$ cat config.mk
export PLATFORM = sky130hd
export DESIGN_NAME = pp_port_pair
export DESIGN_NICKNAME = d
export VERILOG_FILES = /design/src/rtl/pp_pkg.sv /design/src/rtl/pp_strobe_sync.sv /design/src/rtl/pp_hs_port.sv /design/src/rtl/pp_port_pair.sv
export SDC_FILE = /design/constraint.sdc
export NUM_CORES = 1
export LEC_CHECK = 0
export BUFFER_PORTS_ARGS = -buffer_cell sky130_fd_sc_hd__buf_2
export CELL_PAD_IN_SITES_DETAIL_PLACEMENT = 1
export CELL_PAD_IN_SITES_GLOBAL_PLACEMENT = 2
export CORE_MARGIN = 2
export CORE_UTILIZATION = 39
export CTS_BUF_LIST = sky130_fd_sc_hd__clkbuf_4 sky130_fd_sc_hd__clkbuf_8
export CTS_CLUSTER_SIZE = 25
export DETAILED_ROUTE_END_ITERATION = 16
export GPL_TIMING_DRIVEN = 0
export MAX_ROUTING_LAYER = met4
export PLACE_DENSITY = 0.95
export SYNTH_ARGS = -nofsm -noshare
export SYNTH_HDL_FRONTEND = slang
export SYNTH_SLANG_ARGS = --single-unit
$ cat constraint.sdc
create_clock -name clk -period 5.3 [get_ports clk]
set_input_delay 1.59 -clock clk [delete_from_list [all_inputs] [get_ports clk]]
set_output_delay 1.59 -clock clk [all_outputs]
set_load 0.01 [all_outputs]
$ cat src/rtl/pp_pkg.sv
package pp_pkg;
  typedef enum logic [1:0] {
    SEL_CTRL = 2'd0,
    SEL_A    = 2'd1,
    SEL_B    = 2'd2,
    SEL_C    = 2'd3
  } reg_sel_t;

  typedef enum logic [1:0] {
    PC_ALL_IN  = 2'd0,
    PC_ALL_OUT = 2'd1,
    PC_HS_A    = 2'd2,
    PC_HS_AB   = 2'd3
  } pc_mode_t;

  typedef struct packed {
    logic [1:0] rsvd;
    logic       ie_b;
    logic       ie_a;
    pc_mode_t   pc_mode;
    logic       dir_b;
    logic       dir_a;
  } cmd_t;

  localparam int unsigned PC_W = 6;
endpackage

$ cat src/rtl/pp_strobe_sync.sv
module pp_strobe_sync #(
  parameter int unsigned STAGES = 2
) (
  input  logic clk,
  input  logic rst_n,
  input  logic stb_raw,
  output logic stb_rise
);
  logic [STAGES:0] chain_q, chain_d;

  always_comb chain_d = {chain_q[STAGES-1:0], stb_raw};

  always_ff @(posedge clk or negedge rst_n) begin
    if (!rst_n) chain_q <= '1;
    else        chain_q <= chain_d;
  end

  assign stb_rise = chain_q[STAGES-1] & ~chain_q[STAGES];
endmodule

$ cat src/rtl/pp_hs_port.sv
module pp_hs_port #(
  parameter int unsigned DW = 8
) (
  input  logic          clk,
  input  logic          rst_n,
  input  logic          hs_en,
  input  logic          dir_out,
  input  logic          ie,
  input  logic          stb_rise,
  input  logic [DW-1:0] pins_in,
  input  logic          wr_pulse,
  input  logic [DW-1:0] wr_data,
  input  logic          rd_pulse,
  output logic [DW-1:0] out_q,
  output logic [DW-1:0] rd_val,
  output logic          bf_q,
  output logic          intr_q
);
  logic [DW-1:0] out_d, latch_q, latch_d;
  logic          bf_d, intr_d, upd;

  assign upd = wr_pulse | rd_pulse | stb_rise | ~hs_en;

  always_comb begin
    out_d   = out_q;
    latch_d = latch_q;
    bf_d    = bf_q;
    intr_d  = intr_q;
    if (wr_pulse) out_d = wr_data;
    if (!hs_en) begin
      bf_d   = 1'b0;
      intr_d = 1'b0;
    end else if (!dir_out) begin
      if (rd_pulse) begin
        bf_d   = 1'b0;
        intr_d = 1'b0;
      end
      if (stb_rise) begin
        latch_d = pins_in;
        bf_d    = 1'b1;
        intr_d  = ie;
      end
    end else begin
      if (stb_rise) begin
        bf_d   = 1'b0;
        intr_d = ie;
      end
      if (wr_pulse) begin
        bf_d   = 1'b1;
        intr_d = 1'b0;
      end
    end
  end

  always_ff @(posedge clk or negedge rst_n) begin
    if (!rst_n) begin
      out_q   <= '0;
      latch_q <= '0;
      bf_q    <= 1'b0;
      intr_q  <= 1'b0;
    end else if (upd) begin
      out_q   <= out_d;
      latch_q <= latch_d;
      bf_q    <= bf_d;
      intr_q  <= intr_d;
    end
  end

  always_comb begin
    if (dir_out)    rd_val = out_q;
    else if (hs_en) rd_val = latch_q;
    else            rd_val = pins_in;
  end


  in_latch_chk: assert property (@(posedge clk) disable iff (!rst_n)
    (hs_en && !dir_out && stb_rise) |=> (bf_q && latch_q == $past(pins_in)));

  rd_clr_chk: assert property (@(posedge clk) disable iff (!rst_n)
    (hs_en && !dir_out && rd_pulse && !stb_rise) |=> (!bf_q && !intr_q));

  wr_set_chk: assert property (@(posedge clk) disable iff (!rst_n)
    (hs_en && dir_out && wr_pulse) |=> (bf_q && !intr_q));

  intr_en_chk: assert property (@(posedge clk) disable iff (!rst_n)
    $rose(intr_q) |-> $past(ie));
endmodule

$ cat src/rtl/pp_port_pair.sv
module pp_port_pair
  import pp_pkg::*;
#(
  parameter int unsigned DW      = 8,
  parameter int unsigned SYNC_ST = 2
) (
  input  logic            clk,
  input  logic            rst_n,
  input  logic            wr_en,
  input  logic            rd_en,
  input  logic [1:0]      reg_sel,
  input  logic [7:0]      wdata,
  output logic [7:0]      rdata,
  input  logic [DW-1:0]   pa_in,
  output logic [DW-1:0]   pa_out,
  output logic            pa_oe,
  input  logic [DW-1:0]   pb_in,
  output logic [DW-1:0]   pb_out,
  output logic            pb_oe,
  input  logic [PC_W-1:0] pc_in,
  output logic [PC_W-1:0] pc_out,
  output logic [PC_W-1:0] pc_oe
);
  localparam int unsigned RDW = (DW > 8) ? DW : 8;

  logic rst_meta_q, rst_q;
  always_ff @(posedge clk or negedge rst_n) begin
    if (!rst_n) begin
      rst_meta_q <= 1'b0;
      rst_q      <= 1'b0;
    end else begin
      rst_meta_q <= 1'b1;
      rst_q      <= rst_meta_q;
    end
  end

  cmd_t           cmd_q, cmd_d;
  logic [PC_W-1:0] pcg_q, pcg_d;
  logic           cmd_we, pcg_we;

  assign cmd_we = wr_en && (reg_sel == SEL_CTRL);
  assign pcg_we = wr_en && (reg_sel == SEL_C);

  always_comb begin
    cmd_d = cmd_q;
    pcg_d = pcg_q;
    if (cmd_we) cmd_d = cmd_t'(wdata);
    if (pcg_we) pcg_d = wdata[PC_W-1:0];
  end

  always_ff @(posedge clk or negedge rst_q) begin
    if (!rst_q) begin
      cmd_q <= '0;
      pcg_q <= '0;
    end else begin
      if (cmd_we) cmd_q <= cmd_d;
      if (pcg_we) pcg_q <= pcg_d;
    end
  end

  logic hs_a, hs_b;
  assign hs_a = (cmd_q.pc_mode == PC_HS_A) || (cmd_q.pc_mode == PC_HS_AB);
  assign hs_b = (cmd_q.pc_mode == PC_HS_AB);

  logic [1:0]      rise;
  logic [1:0]      stb_pin;
  logic [1:0]      bf, intr, hs_en, dir, ie, wr_p, rd_p;
  logic [DW-1:0]   pins   [2];
  logic [DW-1:0]   outv   [2];
  logic [DW-1:0]   rdv    [2];

  assign stb_pin = {pc_in[5], pc_in[2]};
  assign hs_en   = {hs_b, hs_a};
  assign dir     = {cmd_q.dir_b, cmd_q.dir_a};
  assign ie      = {cmd_q.ie_b, cmd_q.ie_a};
  assign pins[0] = pa_in;
  assign pins[1] = pb_in;
  assign wr_p    = {wr_en && (reg_sel == SEL_B), wr_en && (reg_sel == SEL_A)};
  assign rd_p    = {rd_en && (reg_sel == SEL_B), rd_en && (reg_sel == SEL_A)};

  for (genvar p = 0; p < 2; p++) begin : g_port
    pp_strobe_sync #(.STAGES(SYNC_ST)) u_sync (
      .clk      (clk),
      .rst_n    (rst_q),
      .stb_raw  (stb_pin[p]),
      .stb_rise (rise[p])
    );
    pp_hs_port #(.DW(DW)) u_port (
      .clk      (clk),
      .rst_n    (rst_q),
      .hs_en    (hs_en[p]),
      .dir_out  (dir[p]),
      .ie       (ie[p]),
      .stb_rise (rise[p]),
      .pins_in  (pins[p]),
      .wr_pulse (wr_p[p]),
      .wr_data  (wdata[DW-1:0]),
      .rd_pulse (rd_p[p]),
      .out_q    (outv[p]),
      .rd_val   (rdv[p]),
      .bf_q     (bf[p]),
      .intr_q   (intr[p])
    );
  end

  assign pa_out = outv[0];
  assign pb_out = outv[1];
  assign pa_oe  = cmd_q.dir_a;
  assign pb_oe  = cmd_q.dir_b;

  logic [PC_W-1:0] gp_oe, hs_oe, pc_view;
  always_comb begin
    case (cmd_q.pc_mode)
      PC_ALL_OUT: gp_oe = 6'b111111;
      PC_HS_A:    gp_oe = 6'b111000;
      default:    gp_oe = 6'b000000;
    endcase
    hs_oe  = (hs_a ? 6'b000011 : 6'b000000) | (hs_b ? 6'b011000 : 6'b000000);
    pc_oe  = gp_oe | hs_oe;
    pc_out = pcg_q;
    if (hs_a) begin
      pc_out[0] = intr[0];
      pc_out[1] = bf[0];
    end
    if (hs_b) begin
      pc_out[3] = intr[1];
      pc_out[4] = bf[1];
    end
    for (int i = 0; i < PC_W; i++) pc_view[i] = pc_oe[i] ? pc_out[i] : pc_in[i];
  end

  logic [RDW-1:0] rd_mux;
  always_comb begin
    rd_mux = '0;
    case (reg_sel)
      SEL_CTRL: rd_mux[5:0] = {cmd_q.ie_b, bf[1], intr[1], cmd_q.ie_a, bf[0], intr[0]};
      SEL_A:    rd_mux[DW-1:0] = rdv[0];
      SEL_B:    rd_mux[DW-1:0] = rdv[1];
      default:  rd_mux[PC_W-1:0] = pc_view;
    endcase
  end
  assign rdata = rd_mux[7:0];


  hs_strobe_in_chk: assert property (@(posedge clk) disable iff (!rst_q)
    hs_a |-> !pc_oe[2]);

  reset_quiet_chk: assert property (@(posedge clk) disable iff (!rst_q)
    $rose(rst_q) |-> (!pa_oe && !pb_oe && pc_oe == '0));
endmodule

* After elaboration in Yosys (flattened, before gate mapping)
Index checks and enable logic that the tools add are counted. W data, S select, Z words.
Storage, ports and cells: register bits after elaboration 56, input bits 36, output and inout bits 38, word-level logic and storage cells 97
Cells by class: equality and inequality tests 10, multiplexer cells 39, bitwise logic cells 16, reductions and logical operators 14
Operators with widths (number):
- $mux W8 | 4
- $mux W1 | 28
- $pmux W6 S3 | 1
- $ne A4 B4 Y1 const B | 4
- $pmux W6 S2 | 1
- $eq A2 B2 Y1 const B | 4
- $reduce_and A4 Y1 | 2
- $logic_and A1 B1 Y1 | 6
- $mux W2 | 3
- $not A1 Y1 | 6
- $or A1 B1 Y1 | 6
- $or A6 B5 Y6 | 1
- $reduce_and A3 Y1 | 2
- $mux W5 | 1
- $or A2 B5 Y5 | 1
- $eq A2 B1 Y1 const B | 2
- $pmux W2 S2 | 1
- $reduce_and A2 Y1 | 2
- $and A1 B1 Y1 | 2
- $logic_not A2 Y1 | 1
- $logic_or A1 B1 Y1 | 1

* Logic depth before layout (Yosys ltp)
Gate-level depths: netlist of the first run.
depth in word-level cells 7, mapped depth 7, depth with buffers taken out 6

* Modules after synthesis
A second synthesis of the first run with hierarchy kept.
Second synthesis, totals: cells, all modules 245, area total of the unflattened synthesis 2989.1 um2
Modules (own cells, without submodules):
- pp_hs_port | times used 2, cells an instance 74, area each 919.6 um2, sequential area each 450.4 um2
- pp_port_pair | times used 1, cells an instance 89, area each 964.7 um2, sequential area each 350.3 um2
- pp_strobe_sync | times used 2, cells an instance 4, area each 92.6 um2, sequential area each 78.8 um2

* Least setup slack after synthesis of the first run
OpenSTA, ideal clock, no wires.
path type input to output, from input port reg_sel[0], to output port rdata[2], arrival 2578 ps, required time 3710 ps, setup slack 1132 ps, stages 5, path buffers 1, path through inv_1 > ha_1 > clkbuf_1 > o211ai_1 > a32oi_1
Between the ends: longest elaborated chain between the ends 2, elaborated cells on any way between the ends 4, classes of those cells eq/ne: 2; mux: 1; reduce/logical: 1
RTL lines:
- from (decl) | line pp_port_pair.sv:11 | input logic [1:0] reg_sel,
- $eq A2 B2 Y1, or another cell as far along | line pp_port_pair.sv:135 | case (reg_sel)
- $pmux W6 S3 * | line pp_port_pair.sv:135
- to (decl) | line pp_port_pair.sv:13 | output logic [7:0] rdata,
Every way passes the cells marked *; elsewhere a longest branch is shown, timed or not.

* Worst setup path after layout of the first run
from input port reg_sel[0], to output port rdata[5]
The elaborated chain is that of the path after synthesis.

==> results of run 1 <==
flip-flops by register name, summed over array words and instances, names as in the netlist, 2 cells and up:
name                   cells
pcg_q                      6
g_port.u_sync.chain_q      6
g_port.u_port.latch_q     16
g_port.u_port.intr_q       2
g_port.u_port.bf_q         2
cmd_q                      4
g_port.u_port.out_q       16
worst max-delay path: stages:
cell	delay, ps
buf_2	130
inv_1	90
ha_1	240
clkbuf_1	430
o211ai_1	190
a32oi_1	260
buf_2	180
per-layer routing:
layer / share of wire (%) / vias up / GRT usage [%]
li1: - / 1013 / -
met1: 43 / 1111 / 25.5
met2: 50 / 61 / 34.6
met3: 5.2 / 9 / 4.51
met4: 1.1 / 0 / 4.23
met5: 0 / - / -
layout make-up:
class	instances	area, um2
flip-flops and latches	56	1410
plain buffers	15	97.6
well taps	99	124
clock buffers	8	97.6
fillers	808	3720
inverters	9	33.8
multi-input cells	155	1390
repair buffers	73	380
worst max-delay path by stage:
| stage | start | to | slack [ps] | cells after the start |
|---|---|---|---|---|
| floorplan | reg_sel[0] | rdata[2] | 1130 | 5 |
| global placement | reg_sel[0] | rdata[5] | 630 | 7 |
| detailed placement | reg_sel[0] | rdata[5] | 630 | 7 |
| CTS | reg_sel[0] | rdata[5] | 620 | 7 |
| global route | reg_sel[0] | rdata[5] | 440 | 7 |
| finish | reg_sel[0] | rdata[5] | 600 | 7 |
cells in the final DEF, fill, tap and decap left out, types with 2 or more instances in the layout:
master and count:
inv_1 6, clkbuf_8 6, ha_1 10, nor2b_1 3, o21ai_0 9, a221oi_1 4, inv_2 2, mux2i_1 22
a22oi_1 6, a32oi_1 3, o211ai_1 9, mux2_2 48, nor2_1 2, buf_4 6, dfrtp_1 49, buf_6 2
buf_2 75, nand2_1 21, a21oi_1 2, a31oi_1 2, dfstp_2 6, clkbuf_1 4, clkbuf_4 2
metrics by stage:
stage          worst slack, ps  instance area (um2)  hold slack (ps)
5_1_grt                    436                 3530              306
3_3_place_gp               628                 3410              339
6_report                   605                 3530              256
4_1_cts                    617                 3530              275
3_5_place_dp               629                 3430              272
2_1_floorplan             1130                 2930              331
logic make-up (layout without fill, tap and decap cells):
kind of cell               after synthesis  count (layout)  share of synthesized area [%]
and+or+nand+nor                         30              30                           4.44
adders and majority gates               10              10                           4.27
AOI/OAI and AO/OA                       43              43                           12.1
other                                    1               1                          0.128
buffers and inverters                   24             105                           4.48
muxes                                   71              71                           26.5
DFF                                     56              56                           48.1
power by group:
part / switching (W) / internal (W) / total [W]
Clock: 0.000136 / 0.000117 / 0.000254
Combinational: 0.000219 / 0.000229 / 0.000448
Sequential: 0.0000722 / 0.000537 / 0.000609
Total: 0.000428 / 0.000883 / 0.00131
==> results.json, run 1 <==
{
  "status": "completed",
  "grt_start_max_net_pins": 33,
  "final_util_pct": 48.7,
  "die_area_um2": 8220,
  "post_cts_resized": 0,
  "gp_congestion": 0.782,
  "ys_seq_elements": 56,
  "tightest_slew_ps": 673,
  "num_io_pins": 74,
  "leakagePower_nw": 1.66,
  "critical_path_arrival_ps": 3110,
  "ctsHoldBuffers": 0,
  "finalCritPeriodShare_pct": 88.6,
  "wirelength_mm": 7.76,
  "cts_setup_buffers": 0,
  "insertion_delay_ps": 310,
  "async_reset_ff_share_pct": 100,
  "finalSetupTns_ps": 0,
  "io_buffers": 72,
  "design.core.area_um2": 7250,
  "drtAntennaViolNets": 0,
  "start_util_pct": 40.4,
  "postSynthAreaPerCell_um2": 12.5,
  "rows": 31,
  "reg2reg_from": "cmd_q[2]",
  "final_cell_count_no_fill": 415,
  "dr_total_vias": 2194,
  "synth-edff-count": 0,
  "wl_per_cell_um": 18.7,
  "synth_common_cells": "dfrtp_1, mux2_2, mux2i_1",
  "worstRegToRegCells": 4,
  "yosysWarnings": 0,
  "clock-sinks": 56,
  "cts_tree": "built",
  "slew_viol_final": 0,
  "cts_buffers": 5,
  "grt_overflow": 0,
  "antenna-diode-count": 0,
  "die_h_um": 90.7,
  "path_class": "in2out",
  "drv_cap": 0,
  "place_inst": 407,
  "gr-usage-all-layers_pct": 20.5,
  "synth_cell_types": 36,
  "startpoint_type": "input pin",
  "dpl.hpwl_mm": 5.88,
  "yosysSeqAreaShare_pct": 48.1,
  "synth.top_cells.by_area": "dfrtp_1, mux2_2, mux2i_1, dfstp_2, ha_1",
  "viasPerCell": 5.29,
  "timing.rr.end": "g_port[0].u_port.latch_q[2]",
  "synth_area_um2": 2930,
  "drt_iter0_markers": 92,
  "rsz0062_at_grt": "no",
  "grt_pass1_wl_mm": 12.9,
  "dr.pass1.iters": 4,
  "yosys.area.top_type": "dfrtp_1",
  "syn_nets": 281,
  "post-synth-top-count-cell": "dfrtp_1",
  "root_buffer": "clkbuf_8",
  "critPathCaptureType": "output pin",
  "cts_max_level": 2,
  "power_w": 0.00131,
  "cts_buffer_depth": 2,
  "cp_max_fo": 10,
  "r2r_setup_slack_ps": 3390,
  "netlist.area_leader.share_pct": 42.7,
  "finClkSkew_ps": 13.5,
  "dieWidth_um": 90.7,
  "area_growth_syn_to_layout_pct": 20.6,
  "fmax_mhz": 213,
  "worstPathRequired_ps": 3710,
  "post-route-min-period_ps": 4700,
  "drc_errors": 0,
  "relSlewSlack_pct": 55.1,
  "synthFlopType": "dfrtp_1",
  "syn_inst": 235,
  "hp-class": "reg2async",
  "ir_worst_vdd_mv": 0.128,
  "drive_above_1_share_pct": 49.1,
  "antenna_found_initial": 0,
  "path_clk_slew_ps": 100,
  "nNetsFinal": 361,
  "hold_violations": 0,
  "powerDensity_nw_per_um2": 371,
  "setup_viol": 0,
  "grt_pass1_vias": 2482
}
Power figures use the tool's default switching activity.
==> inputs of run 2 (changes only) <==
- CORE_MARGIN: 2 -> default
==> run 2 against run 1 <==
Against the previous run: first-iteration DRC count up 42%; largest power group unchanged; largest cell class unchanged; sequential share of layout area down 0.20 points; worst hold slack better by 4.5 ps; maximum frequency down 0.72%; critical path type unchanged; highest routed layer unchanged.
==> results.json, run 2 (synthesis gave the netlist of run 1 again) <==
{
  "status": "completed",
  "dpl_cell_area_um2": 3430,
  "antenna-diode-count": 0,
  "drt_iter0_markers": 131,
  "die_area_um2": 7860,
  "grt_pass1_vias": 2340,
  "place_inst": 407,
  "cts_max_level": 2,
  "hp-class": "reg2async",
  "cp_max_fo": 10,
  "dpl.hpwl_mm": 5.83,
  "power_w": 0.00136,
  "cts_buffers": 5,
  "relSlewSlack_pct": 53.7,
  "critical_path_arrival_ps": 3140,
  "path_clk_slew_ps": 110,
  "antenna_found_initial": 0,
  "finClkSkew_ps": 13.7,
  "nNetsFinal": 361,
  "die_h_um": 88.7,
  "leakagePower_nw": 1.66,
  "grt_overflow": 0,
  "ir_worst_vdd_mv": 0.175,
  "wirelength_mm": 7.85,
  "finalSetupTns_ps": 0,
  "ctsHoldBuffers": 0,
  "rsz0062_at_grt": "no",
  "finalCritPeriodShare_pct": 89.2,
  "fmax_mhz": 211,
  "start_util_pct": 40.4,
  "drive_above_1_share_pct": 49.1,
  "worstPathRequired_ps": 3710,
  "cts_buffer_depth": 2,
  "dr.pass1.iters": 4,
  "wl_per_cell_um": 18.9,
  "fin_area_um2": 3550,
  "num_io_pins": 74,
  "drtAntennaViolNets": 0,
  "grt_pass1_wl_mm": 12.5,
  "powerDensity_nw_per_um2": 383,
  "setup_viol": 0,
  "final_common_cell": "buf_2",
  "hold_violations": 0,
  "gr-usage-all-layers_pct": 22.7,
  "critPathCaptureType": "output pin",
  "worstRegToRegCells": 4,
  "clock-sinks": 56,
  "design.core.area_um2": 7250,
  "dr_total_vias": 2177,
  "drc_errors": 0,
  "cts_setup_buffers": 0,
  "startpoint_type": "input pin",
  "gp_congestion": 0.766,
  "tightest_slew_ps": 695,
  "layout_common_cells": "buf_2, dfrtp_1, mux2_2",
  "post_cts_resized": 0,
  "io_buffers": 72,
  "post-route-min-period_ps": 4730,
  "path_class": "in2out",
  "dieWidth_um": 88.7,
  "slew_viol_final": 0,
  "final_cell_count_no_fill": 415,
  "root_buffer": "clkbuf_8",
  "drv_cap": 0,
  "reg.largest.list": "g_port.u_port.latch_q: 16 flops, g_port.u_port.out_q: 16 flops",
  "cts_tree": "built",
  "area_growth_syn_to_layout_pct": 21.2,
  "viasPerCell": 5.25,
  "rows": 31,
  "grt_start_max_net_pins": 33,
  "insertion_delay_ps": 330
}
run 2: cell types whose count changed in the layout (fill, tap and decap cells not counted):
| cell | previous run | this run |
|---|---|---|
| bufinv_16 | 0 | 1 |
| clkbuf_4 | 2 | 0 |
| clkbuf_8 | 6 | 5 |
| clkinvlp_4 | 0 | 1 |
| inv_6 | 0 | 1 |
run 2: final timing paths:
path                                                  start                     endpoint  slack, ps
max in group asynchronous                             rst_n                        rst_q       4170
worst min-delay path                                  rst_q    g_port[0].u_port.out_q[0]        260
min in group clk                g_port[0].u_sync.chain_q[0]  g_port[0].u_sync.chain_q[1]        360
worst min register to register                        rst_q    g_port[0].u_port.out_q[0]        260
worst max-delay path                             reg_sel[0]                     rdata[2]        570
worst max register to register                     cmd_q[2]  g_port[0].u_port.latch_q[7]       3340
run 2: power by group:
group / switching, W / total [W] / internal [W]
clock: 0.000156 / 0.000299 / 0.000143
combinational: 0.000222 / 0.000451 / 0.000229
sequential: 0.0000733 / 0.000610 / 0.000537
run 2: per-layer routing:
layer	wire, um	track usage [%]
met4	59	5.28
met2	4020	38.6
met1	3480	28.3
met3	297	3.64
met5	0	-
run 2: critical path, stage by stage:
cell and delay [ps]:
buf_2 130, inv_1 80, ha_1 240, clkbuf_1 460
o211ai_1 180, a32oi_1 280, buf_2 180
run 2: layout make-up:
class                      instances  area (um2)
clock inverter                     3        46.3
fill                             803        3700
inverter                           9        33.8
sequential                        56        1410
buffer                            15        97.6
multi-input combinational        155        1390
clock buffer                       5        68.8
timing repair buffer              73         380
tap                               99         124
run 2: metrics by stage:
step                util (%)  setup slack, ps  hold slack (ps)
floorplan                  -             1130              331
global placement        47.1              626              340
detailed placement      47.4              620              276
CTS                     48.9              614              286
global route            48.9              433              317
finish                  48.9              571              261
